==> src/rtl/qenc_pkg.sv <==
package qenc_pkg;

   typedef enum logic [1:0] {
      PH_00 = 2'b00,
      PH_01 = 2'b01,
      PH_11 = 2'b11,
      PH_10 = 2'b10
   } phase_t;

   typedef struct packed {
      logic cw;
      logic ccw;
   } step_t;

   // Direction of one move from prev to cur; double-bit jumps and holds give none.
   function automatic step_t classify(input phase_t prev, input phase_t cur);
      step_t s;
      s = '0;
      unique case (prev)
         PH_00: begin s.cw = (cur == PH_01); s.ccw = (cur == PH_10); end
         PH_01: begin s.cw = (cur == PH_11); s.ccw = (cur == PH_00); end
         PH_11: begin s.cw = (cur == PH_10); s.ccw = (cur == PH_01); end
         PH_10: begin s.cw = (cur == PH_00); s.ccw = (cur == PH_11); end
         default: s = '0;
      endcase
      return s;
   endfunction

endpackage

==> src/rtl/qenc_sync.sv <==
module qenc_sync #(
   parameter int STAGES = 1,
   parameter int WIDTH  = 2
) (
   input  logic             clk,
   input  logic             rst,
   input  logic [WIDTH-1:0] din,
   output logic [WIDTH-1:0] dout
);
   localparam int LAST = STAGES - 1;

   logic [WIDTH-1:0] chain [STAGES];

   generate
      for (genvar i = 0; i < STAGES; i++) begin : g_stage
         if (i == 0) begin : g_first
            always_ff @(posedge clk) begin
               if (rst) chain[0] <= '0;
               else     chain[0] <= din;
            end
         end else begin : g_next
            always_ff @(posedge clk) begin
               if (rst) chain[i] <= '0;
               else     chain[i] <= chain[i-1];
            end
         end
      end
   endgenerate

   assign dout = chain[LAST];
endmodule

==> src/rtl/qenc_dir.sv <==
module qenc_dir
   import qenc_pkg::*;
(
   input  logic       clk,
   input  logic       rst,
   input  logic [1:0] cur_ba,
   output step_t      step_q
);
   phase_t state_q;
   step_t  step_d;
   step_t  step_r1;

   assign step_d = classify(state_q, phase_t'(cur_ba));

   always_ff @(posedge clk) begin
      if (rst) begin
         state_q <= PH_00;
         step_r1 <= '0;
         step_q  <= '0;
      end else begin
         state_q <= phase_t'(cur_ba);
         step_r1 <= step_d;
         step_q  <= step_r1;
      end
   end
endmodule

==> src/rtl/qenc_count.sv <==
module qenc_count #(
   parameter int WIDTH = 4
) (
   input  logic             clk,
   input  logic             rst,
   input  logic             up,
   input  logic             down,
   output logic [WIDTH-1:0] value
);
   localparam logic [WIDTH-1:0] ONE = WIDTH'(1);

   always_ff @(posedge clk) begin
      if (rst)                value <= '0;
      else if (up && !down)   value <= value + ONE;
      else if (down && !up)   value <= value - ONE;
   end
endmodule

==> src/rtl/qenc_position.sv <==
module qenc_position
   import qenc_pkg::*;
#(
   parameter int CNT_W         = 4,
   parameter int SYNC_STAGES   = 1,
   parameter bit ACTIVE_LOW_EN = 1'b1
) (
   input  logic             clk,
   input  logic             rst,
   input  logic             enc_a,
   input  logic             enc_b,
   output logic             step_cw,
   output logic             step_ccw,
   output logic             step_cw_n,
   output logic             step_ccw_n,
   output logic [CNT_W-1:0] position
);
   generate
      if (CNT_W < 2) begin : g_bad_width
         $error("qenc_position: CNT_W must be at least 2");
      end
      if (SYNC_STAGES < 1) begin : g_bad_sync
         $error("qenc_position: SYNC_STAGES must be at least 1");
      end
   endgenerate

   logic [1:0] sync_ba;
   step_t      step;

   qenc_sync #(.STAGES(SYNC_STAGES), .WIDTH(2)) u_sync (
      .clk  (clk),
      .rst  (rst),
      .din  ({enc_b, enc_a}),
      .dout (sync_ba)
   );

   qenc_dir u_dir (
      .clk    (clk),
      .rst    (rst),
      .cur_ba (sync_ba),
      .step_q (step)
   );

   qenc_count #(.WIDTH(CNT_W)) u_count (
      .clk   (clk),
      .rst   (rst),
      .up    (step.cw),
      .down  (step.ccw),
      .value (position)
   );

   assign step_cw  = step.cw;
   assign step_ccw = step.ccw;

   generate
      if (ACTIVE_LOW_EN) begin : g_low
         assign step_cw_n  = ~step.cw;
         assign step_ccw_n = ~step.ccw;
      end else begin : g_no_low
         assign step_cw_n  = 1'b1;
         assign step_ccw_n = 1'b1;
      end
   endgenerate
endmodule

==> config.mk <==
export PLATFORM = sky130hd
export DESIGN_NAME = qenc_position
export DESIGN_NICKNAME = d
export VERILOG_FILES = /design/src/rtl/qenc_pkg.sv /design/src/rtl/qenc_sync.sv /design/src/rtl/qenc_dir.sv /design/src/rtl/qenc_count.sv /design/src/rtl/qenc_position.sv
export SDC_FILE = /design/constraint.sdc
export NUM_CORES = 1
export LEC_CHECK = 0
export ABC_AREA = 0
export BUFFER_PORTS_ARGS = -buffer_cell sky130_fd_sc_hd__buf_2
export CORE_MARGIN = 3
export CORE_UTILIZATION = 30
export CTS_BUF_LIST = sky130_fd_sc_hd__clkbuf_8 sky130_fd_sc_hd__clkbuf_16
export CTS_CLUSTER_DIAMETER = 30
export CTS_CLUSTER_SIZE = 20
export DETAILED_ROUTE_END_ITERATION = 7
export SYNTH_ARGS = -nofsm -noshare
export SYNTH_HDL_FRONTEND = slang
export SYNTH_SLANG_ARGS = --single-unit
==> constraint.sdc <==
create_clock -name clk -period 2.4 [get_ports clk]
set_input_delay 0.24 -clock clk [delete_from_list [all_inputs] [get_ports clk]]
set_output_delay 0.24 -clock clk [all_outputs]
set_load 0.01 [all_outputs]
## After elaboration in Yosys (flattened, before gate mapping)

Memory sizes are Yosys's and may differ from the RTL's.
Cells that the tools add are included.
Widths: inputs -> output; s select.

- Memories kept: 1
- Memory bits (writable): 2
- Register bits: 10
- Word-level logic and storage cells: 33
- Input bits: 4

Memory list:

| memory | words | bits a word | read ports | clocked after memory_dff | write ports | line | RTL |
|---|---|---|---|---|---|---|---|
| u_sync.chain | 1 | 2 | 1 | 0 | 1 | qenc_sync.sv:12 | `logic [WIDTH-1:0] chain [STAGES];` |

- Eq/ne operators: 6
- Bitwise logic cells: 2
- Mux-type cells: 8
- Reduce and logical (&&, ||, !) cells: 8
- $add $sub $neg: 2

Operators by type and width:

| operator | number |
|---|---|
| $eq 2x2->1 const B | 4 |
| $mux 4 | 2 |
| $pmux 2 s4 | 1 |
| $add 4x1->4 const B | 1 |
| $eq 2x1->1 const B | 2 |
| $logic_not 2->1 | 2 |
| $mux 1 | 4 |
| $sub 4x1->4 const B | 1 |
| $logic_and 1x1->1 | 2 |
| $logic_not 1->1 | 2 |
| $mux 2 | 1 |
| $not 1->1 | 2 |
| $reduce_bool 2->1 | 1 |
| $reduce_or 2->1 | 1 |

## Longest topological paths before layout

Gate-level depths: netlist of the first run.

- Depth after elaboration: 4
- Mapped depth: 8

## Cells and area by module

A second synthesis of the first run with hierarchy kept.

- Cells, all modules: 47
- Area total of the unflattened synthesis: 481.7 um2

By module, submodules not included:

| module | cells an instance | area an instance (um2) | instances | seq. area each (um2) |
|---|---|---|---|---|
| qenc_count | 27 | 245.2 | 1 | 80.1 |
| qenc_dir | 14 | 176.4 | 1 | 120.1 |
| qenc_sync | 4 | 52.6 | 1 | 40.0 |
| qenc_position | 2 | 7.5 | 1 | 0.0 |

## Worst setup path before layout of the first run

No wires, ideal clock.

- Path kind: reg2reg
- Start point: register u_dir.step_q[0] (netlist bit)
- End point: register u_count.value[3]
- Stages on the path, launching flop included: 9
- Required time: 2,277 ps
- Data arrival time: 1,805 ps
- Clock period less this slack: 1,928 ps
- Slack: 472 ps
- Setup time: 123 ps
- Cell sequence: dfxtp_1 -> inv_1 -> ha_1 -> inv_1 -> ha_1 -> a21oi_1 -> a211oi_2 -> a31oi_1 -> mux2_1

- Word-level cells in the longest chain between the ends: 3
- Elaborated cells between the ends (all ways): 5

Ends and longest elaborated chain:

| element | line | RTL |
|---|---|---|
| from (decl) | qenc_dir.sv:7 | `output step_t step_q` |
| from (signal assigned) | qenc_dir.sv:23 | `step_q <= step_r1;` |
| $logic_not 1->1 | qenc_count.sv:14 | `else if (up && !down) value <= value + ONE;` |
| $logic_and 1x1->1 | qenc_count.sv:14 |  |
| $mux 4 / $reduce_bool 2->1 (equally long branches) | -- |  |
| to (signal assigned) | qenc_count.sv:14 |  |
| to (signal assigned) | qenc_count.sv:15 | `else if (down && !up) value <= value - ONE;` |
| to (decl) | qenc_count.sv:8 | `output logic [WIDTH-1:0] value` |

Parallel ways exist; a longest one is shown, timed or not.
A chain may end at the register's enable or synchronous reset.

## Worst setup path after layout of the first run

Ends and elaborated chain as after synthesis.

==> flow_metrics.env, run 1 <==
export IMPL_synth_ff_type="sky130_fd_sc_hd__dfxtp_1"
export IMPL_first_pass_grt_wire_length_um=1150
export IMPL_viasPerCell=4.48
export IMPL_finalWeightedCongestion=0.659
export IMPL_path_clk_slew_ns=0.05
export IMPL_cap_violations=0
export IMPL_slew_headroom_pct=83.4
export IMPL_clock_sink_count=12
export IMPL_antenna_violations_before_repair=0
export IMPL_power_clock_fraction_pct=43.6
export IMPL_worst_clock_skew_ns=0.00236
export IMPL_number_of_synthesized_flops_with_an_enable_pin=0
export IMPL_floorplan_die_width_um=46.9
export IMPL_ys_seq_area_share_pct=47.9
export IMPL_hold_path_class="primary input to flop"
export IMPL_post_synth_top_count_cell="sky130_fd_sc_hd__dfxtp_1"
export IMPL_timing_rr_end="u_count.value[3]"
export IMPL_post_route_period_util_pct=81.4
export IMPL_outcome="complete, no violations"
export IMPL_r2r_start="u_dir.step_q[0]"
export IMPL_io_buffers=11
export IMPL_combined_area_of_all_synthesized_cells_um2=502
export IMPL_first_global_vias=287
export IMPL_synthDistinctLibCells=18
export IMPL_power_switching_share_pct=21.8
export IMPL_total_wirelength_um=696
export IMPL_synthesis_yosys_warnings=0
export IMPL_cts_inserted_buffers=3
export IMPL_final_layout_size_suffix_gt1_share_pct=26.2
export IMPL_power_sequential_fraction_pct=44.8
export IMPL_gr_usage_all_layers_pct=7.81
export IMPL_finalWorstPathRequiredPeriod_ns=1.95
export IMPL_worst_path_max_fanout=4
export IMPL_clk_latency_worst_skew_pair_ns=0.24
export IMPL_antenna_cells=0
export IMPL_chipHeight_um=46.9
export IMPL_power_density_nw_per_um2=807
export IMPL_synth_seq_cells=12
export IMPL_required_ns=2.52
export IMPL_clock_tree_htree_level_count=1
export IMPL_grt_start_max_net_pins=14
export IMPL_ctsRootBufferMaster="sky130_fd_sc_hd__clkbuf_8"
export IMPL_post_cts_resized=0
export IMPL_antenna_violating_nets_post_route=0
export IMPL_report_final_hold_viol_count=0
export IMPL_main_area_contributors_after_synthesis="sky130_fd_sc_hd__dfxtp_1, sky130_fd_sc_hd__nor2b_1, sky130_fd_sc_hd__ha_1"
export IMPL_whs_endpoint="u_sync.chain[0][1]"
export IMPL_share_of_power_burned_in_combinational_logic_pct=11.6
export IMPL_hold_path_startpoint="enc_b"
export IMPL_drc_errors=0
export IMPL_tritoncts="built"
export IMPL_cellLeakagePower_nw=0.272
export IMPL_floorplan_initialDensity_pct=32.5
export IMPL_timing_critical_path_from_type="flop"
export IMPL_final_nets=70
export IMPL_grt_overflow_total=0
export IMPL_postSynthAreaPerCell_um2=10.5
export IMPL_wire_per_inst_um=9.04
export IMPL_synthDominantAreaCellType="sky130_fd_sc_hd__dfxtp_1"
export IMPL_synthTopCellsByCount="sky130_fd_sc_hd__dfxtp_1, sky130_fd_sc_hd__nor2_1, sky130_fd_sc_hd__nor2b_1"
export IMPL_synthDominantCellAreaShare_pct=47.9
export IMPL_worst_ep_arrival_time_ns=2.07
export IMPL_post_cts_repair_setup_buffers=0
export IMPL_rr_worst_depth=8
export IMPL_design_die_area_um2=2200
export IMPL_min_delay_path_depth=2
export IMPL_worst_slew_pin_slew_ns=0.249
export IMPL_synth_cells=48
export IMPL_number_of_design_rule_violations_left_by_the_first_detailed_router_iteration=7
export IMPL_tritonroute_pass_1_iters=4
export IMPL_placeableCoreArea_um2=1540
export IMPL_switching_power_summed_over_all_nets_w=0.000107
export IMPL_tns_ns=0
export IMPL_vias=345
export IMPL_fp_row_count=14
export IMPL_fin_hold_ws_ns=0.214
export IMPL_critical_path_class="flop to flop"
export IMPL_setup_worst_path_end_class="flop"
export IMPL_ios=12
export IMPL_fmaxAchievable_ghz=0.512
export IMPL_setup_viol=0
export IMPL_synth_nets=56
export IMPL_area_growth_syn_to_layout_pct=21.2
export IMPL_final_max_slew_violation_count=0
export IMPL_ir_worst_vdd_mv=0.406
export IMPL_holdBufCountCts=0
export IMPL_async_flop_share_pct=0
export IMPL_max_clock_path_buffers=2
export IMPL_internal_power_w=0.000384
export IMPL_setup_reg_to_reg_worst_slack_ns=0.45
export IMPL_place_detailed_hpwl_um=515
export IMPL_rsz0062_at_grt="false"
state kept, by name (all words and copies together) (netlist names):
name	count
u_count.value	4
u_dir.state_q	2
u_dir.step_q	2
u_dir.step_r1	2
u_sync.chain	2
cell usage in the layout, fill, tap and decap left out:
master                      n
sky130_fd_sc_hd__mux2i_1    1
sky130_fd_sc_hd__ha_1       3
sky130_fd_sc_hd__xor2_1     2
sky130_fd_sc_hd__fa_1       1
sky130_fd_sc_hd__mux2_1     1
sky130_fd_sc_hd__a21oi_1    2
sky130_fd_sc_hd__nand3_1    1
sky130_fd_sc_hd__buf_2     11
sky130_fd_sc_hd__a211oi_2   1
sky130_fd_sc_hd__clkbuf_8   4
sky130_fd_sc_hd__inv_1      3
sky130_fd_sc_hd__nor3_1     1
sky130_fd_sc_hd__xnor2_1    2
sky130_fd_sc_hd__a31oi_1    1
sky130_fd_sc_hd__dfxtp_1   12
sky130_fd_sc_hd__nor2_1     7
sky130_fd_sc_hd__nor2b_1    7
sky130_fd_sc_hd__nand2_1    1
worst max-delay path by stage:
stage / slack (ns) / cells after the start / startpoint / end
final: 0.45 / 8 / u_dir.step_q[0] / u_count.value[3]
after CTS: 0.41 / 8 / u_dir.step_q[0] / u_count.value[3]
after detailed placement: 0.43 / 8 / u_dir.step_q[0] / u_count.value[3]
after global routing: 0.27 / 8 / u_dir.step_q[0] / u_count.value[3]
after global placement: 0.46 / 8 / u_dir.step_q[0] / u_count.value[3]
after floorplan: 0.47 / 8 / u_dir.step_q[0] / u_count.value[3]
worst max-delay path, stage by stage, from the launching register on:
cell,delay (ns)
sky130_fd_sc_hd__dfxtp_1,0.31
sky130_fd_sc_hd__inv_1,0.05
sky130_fd_sc_hd__ha_1,0.18
sky130_fd_sc_hd__inv_1,0.14
sky130_fd_sc_hd__ha_1,0.29
sky130_fd_sc_hd__a21oi_1,0.24
sky130_fd_sc_hd__a211oi_2,0.10
sky130_fd_sc_hd__a31oi_1,0.19
sky130_fd_sc_hd__mux2_1,0.33
kinds of logic (layout without fill, tap and decap cells):
logic type | after synthesis | count (layout) | share of synthesized area, %
DFF | 12 | 12 | 47.9
buffers and inverters | 5 | 18 | 6.98
and+or+nand+nor | 17 | 17 | 16.7
AOI/OAI and AO/OA | 4 | 4 | 5.74
adders and majority gates | 4 | 4 | 11.5
muxes | 2 | 2 | 4.24
xor gates and xnor gates | 4 | 4 | 6.98
power by group through the flow:
stage	Sequential, W	Combinational [W]	Clock, W
global placement	0.000224	0.0000565	0
floorplan	0.000227	0.0000428	0
global route	0.000221	0.0000656	0.000232
CTS	0.000220	0.0000580	0.000225
finish	0.000220	0.0000569	0.000214
detailed placement	0.000224	0.0000574	0
cell type report:
type	instances	area [um^2]
fillers	164	933
flip-flops and latches	12	240
multi-input cells	31	226
clock buffers	4	55.1
repair buffers	11	55.1
well taps	16	20.0
inverters	3	11.3
metal layers:
layer / up-vias / part of all wire [%] / global-route usage (%)
met1: 148 / 44 / 9.07
met3: 0 / 14 / 4.60
met2: 19 / 42 / 10.8
met4: 0 / 0 / 4.97
li1: 178 / - / -
met5: - / 0 / 0
through the flow:
step                      power [W]  std cells  util, %  area, um^2  worst slack, ns
after floorplan            0.000269         48        -         502            0.472
after global routing       0.000519         77     39.4         608            0.272
final                      0.000491         77     39.4         608            0.447
after detailed placement   0.000281         73     35.9         553            0.433
after global placement     0.000280         73     35.9         553            0.463
after CTS                  0.000503         77     39.4         608            0.413
No activity file was read; power rests on OpenSTA's default activity.
==> inputs of run 2 (changes only) <==
--- a/config.mk
+++ b/config.mk
@@ -5,7 +5,7 @@
 export SDC_FILE = /design/constraint.sdc
 export NUM_CORES = 1
 export LEC_CHECK = 0
-export ABC_AREA = 0
+export ABC_AREA = 1
 export BUFFER_PORTS_ARGS = -buffer_cell sky130_fd_sc_hd__buf_2
 export CORE_MARGIN = 3
 export CORE_UTILIZATION = 30
==> constraint.sdc (replaced) <==
create_clock -name clk -period 1.6 [get_ports clk]
set_input_delay 0.16 -clock clk [delete_from_list [all_inputs] [get_ports clk]]
set_output_delay 0.16 -clock clk [all_outputs]
set_load 0.01 [all_outputs]
==> run 2 against run 1 <==
Routed wire length rose by 19%. Final cell count rose by 23%. Critical path depth rose by 1. Combinational power rose by 67%. Highest routed layer is now met4.
==> flow_metrics.env, run 2 <==
export IMPL_power_clock_fraction_pct=43.6
export IMPL_viasPerCell=4.33
export IMPL_path_clk_slew_ns=0.05
export IMPL_combined_area_of_all_synthesized_cells_um2=509
export IMPL_required_ns=1.75
export IMPL_largest_register_ff_count=4
export IMPL_slew_headroom_pct=85.9
export IMPL_worst_path_max_fanout=4
export IMPL_design_die_area_um2=2230
export IMPL_floorplan_initialDensity_pct=32.7
export IMPL_synth_nets=72
export IMPL_power_sequential_fraction_pct=43.8
export IMPL_drc_errors=0
export IMPL_grt_overflow_total=0
export IMPL_worst_clock_skew_ns=0.00647
export IMPL_number_of_design_rule_violations_left_by_the_first_detailed_router_iteration=4
export IMPL_main_area_contributors_after_synthesis="sky130_fd_sc_hd__dfxtp_1, sky130_fd_sc_hd__inv_1, sky130_fd_sc_hd__nand2_1"
export IMPL_setup_worst_path_end_class="flop"
export IMPL_final_max_slew_violation_count=0
export IMPL_ys_seq_area_share_pct=47.2
export IMPL_tritoncts="built"
export IMPL_tritonroute_pass_1_iters=4
export IMPL_wire_per_inst_um=8.74
export IMPL_synthesis_yosys_warnings=0
export IMPL_gr_usage_all_layers_pct=9.26
export IMPL_fp_row_count=14
export IMPL_antenna_violations_before_repair=0
export IMPL_synthDominantCellAreaShare_pct=47.2
export IMPL_chipHeight_um=47.2
export IMPL_finalWeightedCongestion=0.768
export IMPL_setup_reg_to_reg_worst_slack_ns=0.14
export IMPL_antenna_violating_nets_post_route=0
export IMPL_final_layout_size_suffix_gt1_share_pct=22.8
export IMPL_cellLeakagePower_nw=0.328
export IMPL_setup_viol=0
export IMPL_timing_critical_path_from_type="flop"
export IMPL_synthDominantAreaCellType="sky130_fd_sc_hd__dfxtp_1"
export IMPL_place_detailed_hpwl_um=641
export IMPL_regMostFlops="u_count.value"
export IMPL_switching_power_summed_over_all_nets_w=0.000178
export IMPL_internal_power_w=0.000576
export IMPL_most_common_layout_cells="sky130_fd_sc_hd__inv_1, sky130_fd_sc_hd__dfxtp_1, sky130_fd_sc_hd__nand2_1, sky130_fd_sc_hd__nor2_1, sky130_fd_sc_hd__buf_2"
export IMPL_fin_hold_ws_ns=0.122
export IMPL_io_buffers=11
export IMPL_clock_sink_count=12
export IMPL_holdBufCountCts=0
export IMPL_area_growth_syn_to_layout_pct=26.0
export IMPL_cts_inserted_buffers=3
export IMPL_worst_ep_arrival_time_ns=1.61
export IMPL_vias=411
export IMPL_first_pass_grt_wire_length_um=1300
export IMPL_clk_latency_worst_skew_pair_ns=0.24
export IMPL_post_route_period_util_pct=91.4
export IMPL_synth_cells=64
export IMPL_share_of_power_burned_in_combinational_logic_pct=12.6
export IMPL_report_final_hold_viol_count=0
export IMPL_final_nets=88
export IMPL_critical_path_class="flop to flop"
export IMPL_number_of_synthesized_flops_with_an_enable_pin=0
export IMPL_placeableCoreArea_um2=1560
export IMPL_ios=12
export IMPL_tns_ns=0
export IMPL_ctsRootBufferMaster="sky130_fd_sc_hd__clkbuf_8"
export IMPL_post_synth_top_count_cell="sky130_fd_sc_hd__inv_1"
export IMPL_fill_cells=165
export IMPL_clock_tree_htree_level_count=1
export IMPL_first_global_vias=326
export IMPL_finalWorstPathRequiredPeriod_ns=1.46
export IMPL_power_density_nw_per_um2=1180
export IMPL_floorplan_die_width_um=47.2
export IMPL_outcome="complete, no violations"
export IMPL_synthTopCellsByCount="sky130_fd_sc_hd__inv_1, sky130_fd_sc_hd__dfxtp_1, sky130_fd_sc_hd__nand2_1, sky130_fd_sc_hd__nor2_1"
export IMPL_cap_violations=0
export IMPL_synth_ff_type="sky130_fd_sc_hd__dfxtp_1"
export IMPL_fmaxAchievable_ghz=0.684
export IMPL_antenna_cells=0
export IMPL_hold_path_class="primary input to flop"
export IMPL_synthDistinctLibCells=15
export IMPL_total_wirelength_um=830
export IMPL_power_switching_share_pct=23.6
export IMPL_max_clock_path_buffers=2
export IMPL_postSynthAreaPerCell_um2=7.96
export IMPL_ir_worst_vdd_mv=0.554
export IMPL_worst_slew_pin_slew_ns=0.212
export IMPL_grt_start_max_net_pins=13
export IMPL_rsz0062_at_grt="false"
export IMPL_synth_seq_cells=12
export IMPL_async_flop_share_pct=0
## run 2: area by class of cell
class	instances	area, um^2	share of cell area, %
Inverter	14	52.6	8.19
Multi-Input combinational cell	37	211	32.9
Tap cell	16	20.0	3.12
Sequential cell	12	240	37.4
Timing Repair Buffer	12	62.6	9.75
Clock buffer	4	55.1	8.58
## run 2: path summary, 6_finish.rpt
| kind | start | endpoint | depth (start not counted) |
|---|---|---|---|
| worst max-delay path | u_dir.step_q[0] | u_count.value[3] | 9 |
| worst min-delay path | enc_b | u_sync.chain[0][1] | 3 |
| worst max register to register | u_dir.step_q[0] | u_count.value[3] | 9 |
| worst min register to register | u_dir.step_r1[1] | u_dir.step_q[1] | 2 |
## run 2: logic make-up after synthesis
kind of cell             synth area share, %
AND/OR/NAND/NOR                         20.4
buffers and inverters                   11.3
flip-flops                              47.2
XOR/XNOR                                6.88
adder cells (fa/ha/maj)                 11.3
AO/OA/AOI/OAI                           2.95
## run 2: worst max-delay path: stages (launching register included)
cell and delay, ns:
sky130_fd_sc_hd__dfxtp_1 0.32, sky130_fd_sc_hd__inv_1 0.05, sky130_fd_sc_hd__ha_1 0.20, sky130_fd_sc_hd__inv_2 0.09
sky130_fd_sc_hd__ha_1 0.25, sky130_fd_sc_hd__or2_1 0.23, sky130_fd_sc_hd__nand3_1 0.08, sky130_fd_sc_hd__nand3_1 0.07
sky130_fd_sc_hd__nand2_1 0.05, sky130_fd_sc_hd__inv_1 0.03
## run 2: per-stage QoR
step	util [%]	power (W)	setup slack, ns	cells	instance area [um^2]
2_1_floorplan	-	0.000404	0.0455	64	509
3_3_place_gp	37.2	0.000430	0.128	90	579
3_5_place_dp	37.2	0.000432	0.0650	90	579
4_1_cts	40.7	0.000773	0.0650	94	634
5_1_grt	41.2	0.000801	0.00767	95	642
6_report	41.2	0.000755	0.137	95	642
## run 2: repair_timing
item                                    4_1_cts  5_1_grt
resized for setup                             0        1
buffers inserted                              0        1
endpoints found under the setup margin        0        1
## run 2: metal layers
layer | part of all wire, % | GRT usage [%] | routed length, um | vias to the layer above
met5 | 0 | 0 | 0 | -
met4 | 2.7 | 6.63 | 22 | 0
met3 | 9.0 | 5.75 | 75 | 3
met2 | 48 | 14.1 | 396 | 11
met1 | 40 | 9.22 | 336 | 178
li1 | - | - | - | 219
## run 2: power by group through the flow
| stage | Sequential (W) | Combinational, W | Clock, W |
|---|---|---|---|
| 2_1_floorplan | 0.000340 | 0.0000642 | 0 |
| 3_3_place_gp | 0.000337 | 0.0000933 | 0 |
| 3_5_place_dp | 0.000337 | 0.0000947 | 0 |
| 4_1_cts | 0.000331 | 0.0000953 | 0.000347 |
| 5_1_grt | 0.000333 | 0.000111 | 0.000357 |
| 6_report | 0.000330 | 0.0000952 | 0.000329 |
==> inputs of run 3 (changes only) <==
--- a/config.mk
+++ b/config.mk
@@ -6,13 +6,14 @@
 export NUM_CORES = 1
 export LEC_CHECK = 0
 export ABC_AREA = 1
-export BUFFER_PORTS_ARGS = -buffer_cell sky130_fd_sc_hd__buf_2
+export BUFFER_PORTS_ARGS = -buffer_cell sky130_fd_sc_hd__clkbuf_2
 export CORE_MARGIN = 3
 export CORE_UTILIZATION = 30
 export CTS_BUF_LIST = sky130_fd_sc_hd__clkbuf_8 sky130_fd_sc_hd__clkbuf_16
 export CTS_CLUSTER_DIAMETER = 30
 export CTS_CLUSTER_SIZE = 20
 export DETAILED_ROUTE_END_ITERATION = 7
+export SETUP_SLACK_MARGIN = 0.1
 export SYNTH_ARGS = -nofsm -noshare
 export SYNTH_HDL_FRONTEND = slang
 export SYNTH_SLANG_ARGS = --single-unit
==> run 3 against run 2 <==
Critical path depth fell by 2. Sequential share of layout area fell by 0.19 points. Clock-buffer cell count did not move. Worst setup slack improved by 0.064 ns. Core utilization rose by 0.64 points. Maximum frequency rose by 4.5%. Final cell count fell by 1.1%. Sequential power barely moved. Global-route usage fell by 0.46 points. Critical path type unchanged. Largest power group unchanged.
==> flow_metrics.env, run 3 (synthesis gave the netlist of run 2 again) <==
export IMPL_power_switching_share_pct=23.5
export IMPL_fmaxAchievable_ghz=0.715
export IMPL_grt_start_max_net_pins=13
export IMPL_gr_usage_all_layers_pct=8.80
export IMPL_clock_tree_htree_level_count=1
export IMPL_slew_headroom_pct=84.0
export IMPL_power_density_nw_per_um2=1160
export IMPL_fp_row_count=14
export IMPL_place_detailed_hpwl_um=575
export IMPL_worst_ep_arrival_time_ns=1.54
export IMPL_worst_slew_pin_slew_ns=0.240
export IMPL_worst_path_max_fanout=4
export IMPL_vias=405
export IMPL_clk_latency_worst_skew_pair_ns=0.24
export IMPL_number_of_design_rule_violations_left_by_the_first_detailed_router_iteration=0
export IMPL_critPathTopFamily="adder cells"
export IMPL_critical_path_max_stage_delay_ns=0.37
export IMPL_io_buffers=11
export IMPL_antenna_violations_before_repair=0
export IMPL_largest_register_ff_count=4
export IMPL_ir_worst_vdd_mv=0.613
export IMPL_report_final_hold_viol_count=0
export IMPL_grt_overflow_total=0
export IMPL_placeableCoreArea_um2=1560
export IMPL_floorplan_initialDensity_pct=32.7
export IMPL_setup_viol=0
export IMPL_switching_power_summed_over_all_nets_w=0.000178
export IMPL_power_sequential_fraction_pct=43.9
export IMPL_tritonroute_pass_1_iters=1
export IMPL_final_layout_size_suffix_gt1_share_pct=28.2
export IMPL_clock_sink_count=12
export IMPL_most_common_layout_cells="sky130_fd_sc_hd__inv_1, sky130_fd_sc_hd__nand2_1, sky130_fd_sc_hd__nor2_1, sky130_fd_sc_hd__clkbuf_2, sky130_fd_sc_hd__dfxtp_1"
export IMPL_antenna_violating_nets_post_route=0
export IMPL_worst_path_most_repeated_cell="sky130_fd_sc_hd__inv_2"
export IMPL_cellLeakagePower_nw=0.322
export IMPL_ios=12
export IMPL_final_nets=87
export IMPL_cts_inserted_buffers=3
export IMPL_share_of_power_burned_in_combinational_logic_pct=13.0
export IMPL_antenna_cells=0
export IMPL_worst_clock_skew_ns=0.00510
export IMPL_finalWorstPathRequiredPeriod_ns=1.40
export IMPL_final_max_slew_violation_count=0
export IMPL_ctsRootBufferMaster="sky130_fd_sc_hd__clkbuf_8"
export IMPL_rsz0062_at_grt="false"
export IMPL_floorplan_die_width_um=47.2
export IMPL_timing_critical_path_from_type="flop"
export IMPL_required_ns=1.74
export IMPL_first_pass_grt_wire_length_um=1300
export IMPL_critical_path_class="flop to flop"
export IMPL_viasPerCell=4.31
export IMPL_worstPathCellList="inv_2 > ha_2 > inv_2 > fa_1 > xor2_1 > o21ai_1 > inv_1"
export IMPL_wire_per_inst_um=8.89
export IMPL_internal_power_w=0.000579
export IMPL_chipHeight_um=47.2
export IMPL_hold_path_class="primary input to flop"
export IMPL_post_route_period_util_pct=87.4
export IMPL_tns_ns=0
export IMPL_finalWeightedCongestion=0.737
export IMPL_timing_critical_path_slowest_stage_cell="sky130_fd_sc_hd__fa_1"
export IMPL_first_global_vias=321
export IMPL_power_clock_fraction_pct=43.1
export IMPL_post_cts_repair_setup_buffers=0
export IMPL_cap_violations=0
export IMPL_design_die_area_um2=2230
export IMPL_area_growth_syn_to_layout_pct=28.0
export IMPL_total_wirelength_um=836
export IMPL_path_clk_slew_ns=0.05
export IMPL_outcome="complete, no violations"
export IMPL_max_clock_path_buffers=2
export IMPL_setup_worst_path_end_class="flop"
export IMPL_drc_errors=0
export IMPL_totalPowerFinal_w=0.000757
export IMPL_tritoncts="built"
export IMPL_regMostFlops="u_count.value"
export IMPL_total_buffers_and_inverters_traversed_by_the_critical_path=3
==> run 3: worst min-delay path, cell delays in order <==
cell and delay [ns]:
sky130_fd_sc_hd__clkbuf_2 0.08, sky130_fd_sc_hd__inv_1 0.04, sky130_fd_sc_hd__nor2_1 0.03
==> run 3: per-stage QoR <==
| stage | utilization, % | hold WS, ns | setup WS, ns | cells | cell area (um^2) |
|---|---|---|---|---|---|
| 3_3_place_gp | 37.2 | 0.353 | 0.140 | 90 | 579 |
| 6_report | 41.8 | 0.106 | 0.201 | 94 | 652 |
| 5_1_grt | 41.8 | 0.113 | 0.106 | 94 | 652 |
| 3_5_place_dp | 37.2 | 0.356 | 0.127 | 90 | 579 |
| 4_1_cts | 40.7 | 0.0981 | 0.119 | 94 | 634 |
| 2_1_floorplan | - | 0.267 | 0.101 | 64 | 509 |
==> run 3: final timing paths <==
check             cells past startpoint  slack, ns              from                 end
setup / recovery                      7       0.20   u_dir.step_q[0]    u_count.value[2]
setup reg to reg                      7       0.20   u_dir.step_q[0]    u_count.value[2]
hold reg to reg                       2       0.39  u_dir.step_r1[0]     u_dir.step_q[0]
hold / removal                        3       0.11             enc_a  u_sync.chain[0][0]
==> run 3: power groups by stage <==
stage / sequential [W] / combinational [W] / clock, W
after CTS: 0.000331 / 0.0000951 / 0.000343
after global routing: 0.000334 / 0.000116 / 0.000355
after floorplan: 0.000340 / 0.0000645 / 0
after detailed placement: 0.000337 / 0.0000942 / 0
final: 0.000332 / 0.0000986 / 0.000326
after global placement: 0.000337 / 0.0000926 / 0
==> run 3: metal layers <==
metal | GRT usage (%) | vias up | share of wire [%]
met1 | 10.2 | 176 | 45
met2 | 12.2 | 11 | 46
met3 | 5.75 | 3 | 7.3
met4 | 4.97 | 0 | 1.9
met5 | 0 | - | 0
li1 | - | 215 | -
==> run 3: layout make-up <==
class / count / area, um^2
well taps: 16 / 20.0
clock buffers: 4 / 55.1
repair buffers: 11 / 55.1
fillers: 162 / 907
multi-input cells: 37 / 226
inverters: 14 / 52.6
flip-flops and latches: 12 / 243
==> run 3: timing repair <==
item | 4_1_cts | 5_1_grt
hold buffers | 0 | 0
resized for setup | 0 | 4
endpoints found under the setup margin | 0 | 1
